File: config.mk
export PLATFORM = sky130hd
export DESIGN_NAME = regwin_axil_bridge
export DESIGN_NICKNAME = d
export VERILOG_FILES = /design/src/rtl/regwin_pkg.sv /design/src/rtl/regwin_init.sv /design/src/rtl/regwin_axi_engine.sv /design/src/rtl/regwin_regs.sv /design/src/rtl/regwin_axil_bridge.sv
export SDC_FILE = /design/constraint.sdc
export NUM_CORES = 1
export LEC_CHECK = 0
export BUFFER_PORTS_ARGS = -buffer_cell sky130_fd_sc_hd__buf_4
export CAP_MARGIN = 15
export CORE_UTILIZATION = 55
export CTS_CLUSTER_SIZE = 10
export DETAILED_ROUTE_END_ITERATION = 8
export GPL_TIMING_DRIVEN = 0
export PLACE_DENSITY_LB_ADDON = 0.08
export SLEW_MARGIN = 20
export SYNTH_ARGS = -nofsm -noshare
export SYNTH_HDL_FRONTEND = slang
export SYNTH_SLANG_ARGS = --single-unit
File: constraint.sdc
create_clock -name clk -period 2.6 [get_ports clk]
set_input_delay 0.26 -clock clk [delete_from_list [all_inputs] [get_ports clk]]
set_output_delay 0.26 -clock clk [all_outputs]
set_load 0.02 [all_outputs]
File: src/rtl/regwin_pkg.sv
package regwin_pkg;

   localparam logic [2:0] OFS_STAT  = 3'd0;
   localparam logic [2:0] OFS_CTRL  = 3'd1;
   localparam logic [2:0] OFS_AD_LO = 3'd2;
   localparam logic [2:0] OFS_AD_HI = 3'd3;
   localparam logic [2:0] OFS_WD_LO = 3'd4;
   localparam logic [2:0] OFS_WD_HI = 3'd5;
   localparam logic [2:0] OFS_RD_LO = 3'd6;
   localparam logic [2:0] OFS_RD_HI = 3'd7;

   // event field occupies bits EV_TOP..EV_BOT of status and control
   localparam int EV_TOP  = 15;
   localparam int EV_BOT  = 11;
   localparam int FL_RDAV = 7;
   localparam int FL_BUSY = 6;
   localparam int FL_INIT = 5;

   localparam logic [3:0] CMD_WR     = 4'h8;
   localparam logic [3:0] CMD_WR_INC = 4'h9;
   localparam logic [3:0] CMD_RD     = 4'hA;
   localparam logic [3:0] CMD_RD_INC = 4'hB;

   typedef enum logic [2:0] {
      ENG_IDLE,
      ENG_WREQ,
      ENG_WRSP,
      ENG_RREQ,
      ENG_RRSP
   } eng_st_e;

   typedef struct packed {
      logic rd_ok;
      logic wr_ok;
      logic tmo;
      logic err;
   } result_t;

endpackage

File: src/rtl/regwin_init.sv
module regwin_init #(
   parameter int INIT_CYCLES = 8
) (
   input  logic clk,
   input  logic rst_n,
   output logic done
);
   localparam int CW = (INIT_CYCLES > 1) ? $clog2(INIT_CYCLES + 1) : 1;

   generate
      if (INIT_CYCLES == 0) begin : g_none
         assign done = 1'b1;
      end else begin : g_cnt
         logic [CW-1:0] cnt;
         always_ff @(posedge clk) begin
            if (!rst_n)
               cnt <= '0;
            else if (cnt != CW'(INIT_CYCLES))
               cnt <= cnt + 1'b1;
         end
         assign done = (cnt == CW'(INIT_CYCLES));
      end
   endgenerate
endmodule

File: src/rtl/regwin_axi_engine.sv
module regwin_axi_engine
   import regwin_pkg::*;
#(
   parameter int AW             = 32,
   parameter int DW             = 32,
   parameter int TIMEOUT_CYCLES = 1024
) (
   input  logic          clk,
   input  logic          rst_n,
   input  logic          start,
   input  logic          start_rd,
   input  logic [AW-1:0] addr,
   input  logic [DW-1:0] wdata,
   output logic          busy,
   output result_t       res,
   output logic [DW-1:0] rd_word,
   output logic [AW-1:0] m_awaddr,
   output logic          m_awvalid,
   input  logic          m_awready,
   output logic [DW-1:0] m_wdata,
   output logic          m_wvalid,
   input  logic          m_wready,
   input  logic [1:0]    m_bresp,
   input  logic          m_bvalid,
   output logic          m_bready,
   output logic [AW-1:0] m_araddr,
   output logic          m_arvalid,
   input  logic          m_arready,
   input  logic [DW-1:0] m_rdata,
   input  logic [1:0]    m_rresp,
   input  logic          m_rvalid,
   output logic          m_rready
);
   localparam int TW = (TIMEOUT_CYCLES > 1) ? $clog2(TIMEOUT_CYCLES) : 1;

   eng_st_e       st, st_n;
   logic          awp, wp, awp_n, wp_n;
   logic          adv, tmo_hit;
   logic [AW-1:0] a_q;
   logic [DW-1:0] d_q;
   result_t       hs_res;

   always_comb begin
      st_n   = st;
      awp_n  = awp;
      wp_n   = wp;
      adv    = 1'b0;
      hs_res = '0;
      case (st)
         ENG_IDLE: if (start) begin
            st_n  = start_rd ? ENG_RREQ : ENG_WREQ;
            awp_n = !start_rd;
            wp_n  = !start_rd;
            adv   = 1'b1;
         end
         ENG_WREQ: begin
            if (m_awvalid && m_awready) awp_n = 1'b0;
            if (m_wvalid && m_wready)   wp_n  = 1'b0;
            if (!awp_n && !wp_n) begin
               st_n = ENG_WRSP;
               adv  = 1'b1;
            end
         end
         ENG_WRSP: if (m_bvalid) begin
            hs_res.wr_ok = (m_bresp == 2'b00);
            hs_res.err   = (m_bresp != 2'b00);
            st_n = ENG_IDLE;
            adv  = 1'b1;
         end
         ENG_RREQ: if (m_arready) begin
            st_n = ENG_RRSP;
            adv  = 1'b1;
         end
         ENG_RRSP: if (m_rvalid) begin
            hs_res.rd_ok = (m_rresp == 2'b00);
            hs_res.err   = (m_rresp != 2'b00);
            st_n = ENG_IDLE;
            adv  = 1'b1;
         end
         default: st_n = ENG_IDLE;
      endcase
   end

   generate
      if (TIMEOUT_CYCLES > 0) begin : g_tmo
         logic [TW-1:0] tcnt;
         always_ff @(posedge clk) begin
            if (!rst_n || st == ENG_IDLE || adv)
               tcnt <= '0;
            else
               tcnt <= tcnt + 1'b1;
         end
         assign tmo_hit = (st != ENG_IDLE) && !adv && (tcnt == TW'(TIMEOUT_CYCLES - 1));
      end else begin : g_no_tmo
         assign tmo_hit = 1'b0;
      end
   endgenerate

   always_ff @(posedge clk) begin
      if (!rst_n) begin
         st  <= ENG_IDLE;
         awp <= 1'b0;
         wp  <= 1'b0;
         a_q <= '0;
         d_q <= '0;
      end else begin
         st  <= tmo_hit ? ENG_IDLE : st_n;
         awp <= awp_n;
         wp  <= wp_n;
         if (st == ENG_IDLE && start) begin
            a_q <= addr;
            d_q <= wdata;
         end
      end
   end

   assign res       = '{rd_ok: hs_res.rd_ok, wr_ok: hs_res.wr_ok, tmo: tmo_hit, err: hs_res.err};
   assign busy      = (st != ENG_IDLE);
   assign rd_word   = m_rdata;
   assign m_awaddr  = a_q;
   assign m_araddr  = a_q;
   assign m_wdata   = d_q;
   assign m_awvalid = (st == ENG_WREQ) && awp;
   assign m_wvalid  = (st == ENG_WREQ) && wp;
   assign m_bready  = (st == ENG_WRSP);
   assign m_arvalid = (st == ENG_RREQ);
   assign m_rready  = (st == ENG_RRSP);
endmodule

File: src/rtl/regwin_regs.sv
module regwin_regs
   import regwin_pkg::*;
#(
   parameter int HW        = 16,
   parameter int AW        = 32,
   parameter int DW        = 32,
   parameter int ADDR_STEP = 4
) (
   input  logic          clk,
   input  logic          rst_n,
   input  logic          hw_en,
   input  logic          hw_we,
   input  logic [2:0]    hw_addr,
   input  logic [HW-1:0] hw_wdata,
   output logic [HW-1:0] hw_rdata,
   input  logic          axi_irq_i,
   input  logic          init_done,
   input  logic          busy,
   input  result_t       res,
   input  logic [DW-1:0] rd_word,
   output logic          start,
   output logic          start_rd,
   output logic [AW-1:0] addr_o,
   output logic [DW-1:0] wdata_o,
   output logic          irq_o,
   output logic [4:0]    ev_o
);
   localparam int NEV = EV_TOP - EV_BOT + 1;

   logic [NEV-1:0] ev_q, en_q, ev_set, ev_clr;
   logic [AW-1:0]  addr_q;
   logic [DW-1:0]  wd_q, rd_q;
   logic           rdav_q, inc_q;
   logic           host_wr, host_rd, cmd_ok, res_ok;
   logic [3:0]     cmd;

   assign host_wr = hw_en && hw_we;
   assign host_rd = hw_en && !hw_we;
   assign cmd     = hw_wdata[3:0];
   assign cmd_ok  = (cmd == CMD_WR) || (cmd == CMD_WR_INC) ||
                    (cmd == CMD_RD) || (cmd == CMD_RD_INC);
   assign start    = host_wr && (hw_addr == OFS_CTRL) && cmd_ok && !busy && init_done;
   assign start_rd = cmd[1];
   assign res_ok   = res.rd_ok || res.wr_ok;

   assign ev_set = {res.rd_ok, res.wr_ok, res.tmo, res.err, axi_irq_i};
   assign ev_clr = (host_wr && hw_addr == OFS_STAT) ? hw_wdata[EV_TOP:EV_BOT] : '0;

   always_ff @(posedge clk) begin
      if (!rst_n) begin
         ev_q   <= '0;
         en_q   <= '0;
         addr_q <= '0;
         wd_q   <= '0;
         rd_q   <= '0;
         rdav_q <= 1'b0;
         inc_q  <= 1'b0;
      end else begin
         ev_q <= (ev_q & ~ev_clr) | ev_set;
         if (host_wr && hw_addr == OFS_CTRL)
            en_q <= hw_wdata[EV_TOP:EV_BOT];
         if (start)
            inc_q <= cmd[0];
         if (host_wr && hw_addr == OFS_AD_LO)
            addr_q[HW-1:0] <= hw_wdata;
         else if (host_wr && hw_addr == OFS_AD_HI)
            addr_q[AW-1:HW] <= hw_wdata;
         else if (res_ok && inc_q)
            addr_q <= addr_q + AW'(ADDR_STEP);
         if (host_wr && hw_addr == OFS_WD_LO)
            wd_q[HW-1:0] <= hw_wdata;
         if (host_wr && hw_addr == OFS_WD_HI)
            wd_q[DW-1:HW] <= hw_wdata;
         if (res.rd_ok)
            rd_q <= rd_word;
         if (res.rd_ok)
            rdav_q <= 1'b1;
         else if ((start && start_rd) || (host_rd && hw_addr == OFS_RD_HI))
            rdav_q <= 1'b0;
      end
   end

   always_comb begin
      hw_rdata = '0;
      case (hw_addr)
         OFS_STAT: begin
            hw_rdata[EV_TOP:EV_BOT] = ev_q;
            hw_rdata[FL_RDAV]       = rdav_q;
            hw_rdata[FL_BUSY]       = busy;
            hw_rdata[FL_INIT]       = init_done;
         end
         OFS_CTRL:  hw_rdata[EV_TOP:EV_BOT] = en_q;
         OFS_AD_LO: hw_rdata = addr_q[HW-1:0];
         OFS_AD_HI: hw_rdata = addr_q[AW-1:HW];
         OFS_WD_LO: hw_rdata = wd_q[HW-1:0];
         OFS_WD_HI: hw_rdata = wd_q[DW-1:HW];
         OFS_RD_LO: hw_rdata = rd_q[HW-1:0];
         default:   hw_rdata = rd_q[DW-1:HW];
      endcase
   end

   assign irq_o   = |(ev_q & en_q);
   assign addr_o  = addr_q;
   assign wdata_o = wd_q;
   assign ev_o    = ev_q;
endmodule

File: src/rtl/regwin_axil_bridge.sv
module regwin_axil_bridge
   import regwin_pkg::*;
#(
   parameter int HOST_W         = 16,
   parameter int AXI_AW         = 32,
   parameter int AXI_DW         = 32,
   parameter int TIMEOUT_CYCLES = 1024,
   parameter int INIT_CYCLES    = 8,
   parameter int ADDR_STEP      = 4
) (
   input  logic              clk,
   input  logic              rst_n,
   input  logic              hw_en,
   input  logic              hw_we,
   input  logic [2:0]        hw_addr,
   input  logic [HOST_W-1:0] hw_wdata,
   output logic [HOST_W-1:0] hw_rdata,
   input  logic              axi_irq_i,
   output logic              irq_o,
   output logic [AXI_AW-1:0] m_awaddr,
   output logic [2:0]        m_awprot,
   output logic              m_awvalid,
   input  logic              m_awready,
   output logic [AXI_DW-1:0] m_wdata,
   output logic [AXI_DW/8-1:0] m_wstrb,
   output logic              m_wvalid,
   input  logic              m_wready,
   input  logic [1:0]        m_bresp,
   input  logic              m_bvalid,
   output logic              m_bready,
   output logic [AXI_AW-1:0] m_araddr,
   output logic [2:0]        m_arprot,
   output logic              m_arvalid,
   input  logic              m_arready,
   input  logic [AXI_DW-1:0] m_rdata,
   input  logic [1:0]        m_rresp,
   input  logic              m_rvalid,
   output logic              m_rready
);
   generate
      if (AXI_AW != 2 * HOST_W) begin : g_bad_aw
         $error("AXI_AW must be twice HOST_W");
      end
      if (AXI_DW != 2 * HOST_W) begin : g_bad_dw
         $error("AXI_DW must be twice HOST_W");
      end
      if (HOST_W != EV_TOP + 1) begin : g_bad_hw
         $error("HOST_W must match the status word width");
      end
      if (ADDR_STEP <= 0) begin : g_bad_step
         $error("ADDR_STEP must be positive");
      end
   endgenerate

   logic              init_done, eng_busy, start, start_rd, tmo_pulse;
   result_t           eng_res;
   logic [AXI_AW-1:0] cur_addr;
   logic [AXI_DW-1:0] cur_wdata, rd_word;
   logic [4:0]        ev_vec;

   regwin_init #(.INIT_CYCLES(INIT_CYCLES)) u_init (
      .clk(clk), .rst_n(rst_n), .done(init_done)
   );

   regwin_regs #(
      .HW(HOST_W), .AW(AXI_AW), .DW(AXI_DW), .ADDR_STEP(ADDR_STEP)
   ) u_regs (
      .clk(clk), .rst_n(rst_n),
      .hw_en(hw_en), .hw_we(hw_we), .hw_addr(hw_addr),
      .hw_wdata(hw_wdata), .hw_rdata(hw_rdata),
      .axi_irq_i(axi_irq_i), .init_done(init_done), .busy(eng_busy),
      .res(eng_res), .rd_word(rd_word),
      .start(start), .start_rd(start_rd),
      .addr_o(cur_addr), .wdata_o(cur_wdata), .irq_o(irq_o), .ev_o(ev_vec)
   );

   regwin_axi_engine #(
      .AW(AXI_AW), .DW(AXI_DW), .TIMEOUT_CYCLES(TIMEOUT_CYCLES)
   ) u_eng (
      .clk(clk), .rst_n(rst_n),
      .start(start), .start_rd(start_rd), .addr(cur_addr), .wdata(cur_wdata),
      .busy(eng_busy), .res(eng_res), .rd_word(rd_word),
      .m_awaddr(m_awaddr), .m_awvalid(m_awvalid), .m_awready(m_awready),
      .m_wdata(m_wdata), .m_wvalid(m_wvalid), .m_wready(m_wready),
      .m_bresp(m_bresp), .m_bvalid(m_bvalid), .m_bready(m_bready),
      .m_araddr(m_araddr), .m_arvalid(m_arvalid), .m_arready(m_arready),
      .m_rdata(m_rdata), .m_rresp(m_rresp), .m_rvalid(m_rvalid), .m_rready(m_rready)
   );

   assign tmo_pulse = eng_res.tmo;
   assign m_awprot  = 3'b000;
   assign m_arprot  = 3'b000;
   assign m_wstrb   = '1;
endmodule

==> results by group <==
Yosys
  – Mapped Area: 9067 µm²
  – Yosys reg bits: 191
  – Post-Synthesis Mean Instance Area: 7.790 µm²
  – Synth Flop Type: dfxtp_1
  – Synth unique cells: 79
  – Async set or reset register ratio after synthesis: 0%
  – Synth Instances: 1164
  – Synth warn: 0
  – Sequential share of the synthesized area: 42.17%
  – Post-synth EDFFs: 0

Worst setup path
  – CP most frequent cell: buf_4
  – Worst path slowest cell: buf_1
  – Crit Path Class: in2out
  – Crit path depth: 7
  – Startpoint type of the worst setup path: input port
  – Critical Path, Cell by Cell: buf_4 -> clkbuf_1 -> buf_1 -> clkbuf_2 -> nor2_1 -> a211oi_1 -> buf_4
  – R2r worst-path depth: 7
  – Crit path max fanout: 10
  – Worst Path Required: 2.34 ns
  – Arrival time at the worst endpoint: 2.28 ns
  – Crit path capture type: output pin
  – Buf/Inv on CP: 5
  – Worst path max stage delay: 0.46 ns
  – CP delay by family, top: buffers and inverters

Die
  – Initial Utilization: 56.67%
  – Row count: 46
  – Die Ht: 130.4 µm
  – Core area: 16000 µm²
  – Die Wd: 130.4 µm
  – I/O pin cnt: 193
  – Die area: 17000 µm²

Run status
  – Status: finished, final reports clean

Global route
  – Initial antenna violation count: 0
  – GRT Residual Overflow: 0
  – First-pass GRT wire length: 46090 µm
  – Largest net degree at the start of global routing: 20
  – Vias in the first global route: 8076
  – Gr usage total: 36.73%

Cells and area
  – # nets final: 1447
  – Most frequent cells in the layout: nand2_1 (313), buf_4 (232), dfxtp_1 (191)
  – Most common cell after layout, fill and taps aside: nand2_1
  – Final Core Density: 71.25%
  – Antenna diodes: 0
  – Post-Layout Inst Area: 11400 µm²
  – Area of the multi-input gates: 4596 µm²
  – Reg area: 3824 µm²
  – Ratio of cells with drive above 1 in the final layout: 23.44%
  – Area grow syn2layout: 25.73%
  – Fillers: 1377
  – Final non-filler cell total: 1607

Clocking
  – H-tree depth: 4
  – Clock sinks: 191
  – CTS Buffer Depth: 2
  – Post-CTS Hold Fix Bufs: 0
  – Clk root buf: clkbuf_16
  – Clock latency on the worst-skew pair: 0.45 ns
  – Clock slew at reported path FFs: 0.08 ns
  – Cts bufs inserted: 17
  – CTS tree: done

Timing
  – Setup-failing EPs final: 0
  – Worst Tran Pin Value: 0.9509 ns
  – Final Critical Period: 2.542 ns
  – RSZ-0062 raised after global routing: no
  – Max_slew headroom: 36.60%
  – Period utilization: 97.78%
  – Hold Violations, Final: 0
  – Fin. max-slew vios: 0
  – Fmax: 393.3 MHz
  – Final Skew: 0.006717 ns

Power
  – Worst IR Drop VDD: 0.5004 mV
  – Power density over cell area: 535.5 nW/µm²
  – Tot Pwr: 0.006105 W
  – Leakage: 4.382 nW

Placement
  – DP Area: 10730 µm²
  – Final Wtd Congestion: 0.9893
  – Detailed Place HPWL: 23300 µm
  – Inst Count DP: 1569
  – IO Port Bufs: 181

Min path
  – WHS Path Cells: 3
  – Hold WC Path Type: in2reg

Routing
  – Via density: 5.890
  – DRC viols: 0
  – Starting DRC count in detailed routing: 1150
  – Final ANT Viol Nets: 0
  – Total routed wirelength: 31230 µm
  – Via count: 9466
  – Drt wl/cell: 19.44 µm
  – DR pass1 iterations: 8

Flow run
  – Max-Cap Viols: 0
flip-flops by register name, summed over array words and instances (netlist names):
signal / flops
u_init.g_cnt.cnt: 4
u_regs.ev_o: 5
u_eng.wp: 1
u_eng.m_wdata: 32
u_regs.rd_q: 32
u_regs.addr_o: 32
u_regs.rdav_q: 1
u_eng.g_tmo.tcnt: 10
u_regs.en_q: 5
u_regs.inc_q: 1
u_eng.m_araddr: 32
u_regs.wdata_o: 32
u_eng.awp: 1
u_eng.st: 3
synth_stat cells (6+ instances only):
master | n | share of area [%]
buf_2 | 9 | 0.50
mux2_2 | 13 | 1.6
inv_1 | 11 | 0.46
o21ai_0 | 19 | 1.0
xor2_1 | 6 | 0.58
clkbuf_1 | 56 | 2.3
nor3_1 | 14 | 0.77
nor2b_1 | 9 | 0.62
nand2_1 | 313 | 13
a31oi_1 | 12 | 0.83
mux2i_1 | 12 | 1.3
nand3_1 | 22 | 1.2
a22oi_1 | 8 | 0.66
buf_4 | 45 | 3.7
a21oi_1 | 182 | 10
o221a_2 | 7 | 0.87
nor2_1 | 67 | 2.8
dfxtp_1 | 191 | 42
o22ai_1 | 6 | 0.41
a221oi_1 | 15 | 1.4
and3_1 | 7 | 0.48
tightest hold or removal path: cells and delay by family:
family / cells / cell delay, ns
simple gates: 1 / 0.05
compound gates: 1 / 0.05
buf+inv: 1 / 0.11
per-stage QoR:
step	hold slack, ns	setup TNS [ns]	worst slack (ns)
floorplan	0.3774	0	0.4922
global placement	0.4405	-1.573	-0.3231
detailed placement	0.4444	-1.715	-0.2244
CTS	0.03787	0	0.008283
global route	0.05938	0	0.01098
finish	0.05724	0	0.05769
where the power goes:
part	leakage (nW)	total, W	switching (W)	internal [W]
Combinational	2.54	0.000449	0.000288	0.000160
Sequential	1.54	0.00296	0.0000195	0.00294
Clock	0.300	0.00270	0.00129	0.00141
per-layer routing:
layer  vias to the layer above  track usage, %  wire, µm
met5                         -               0         0
met4                         0           16.70      1405
met1                      4358           50.51     12760
li1                       4434               -         -
met2                       578           55.01     13460
met3                        96           8.265      3606
repair_timing:
| action | in CTS | in global routing |
|---|---|---|
| buffers inserted | 0 | 6 |
| endpoints found under the hold margin | 0 | 0 |
| pin swaps | 0 | 1 |
| resized for setup | 5 | 3 |
| setup endpoints to repair | 5 | 9 |
worst paths after layout:
path                     startpoint           endpoint  slack (ns)
setup / recovery         hw_addr[2]       hw_rdata[13]        0.06
hold / removal          m_rdata[15]    u_regs.rd_q[15]        0.06
setup reg to reg        u_eng.st[2]       u_regs.inc_q        0.13
hold reg to reg   u_eng.m_wdata[11]  u_eng.m_wdata[11]        0.45
layout make-up:
class | instances | area share, %
timing repair buffer | 187 | 12.31
multi-input combinational | 852 | 40.31
tap | 216 | 2.371
clock buffer | 19 | 3.885
clock inverter | 13 | 1.493
sequential | 191 | 33.54
buffer | 118 | 5.729
inverter | 11 | 0.3622
kinds of logic (layout without fill, tap and decap cells):
| group | Yosys count | count (layout) | share of synthesized area [%] |
|---|---|---|---|
| AO/OA/AOI/OAI | 308 | 308 | 20.95 |
| XOR/XNOR | 11 | 11 | 1.062 |
| adder cells (fa/ha/maj) | 4 | 4 | 0.5520 |
| buffers and inverters | 129 | 348 | 7.603 |
| flip-flops | 191 | 191 | 42.17 |
| multiplexers | 26 | 26 | 3.188 |
| other | 2 | 10 | 0.08282 |
| AND/OR/NAND/NOR | 493 | 493 | 24.40 |
No activity file was read; power rests on OpenSTA's default activity.
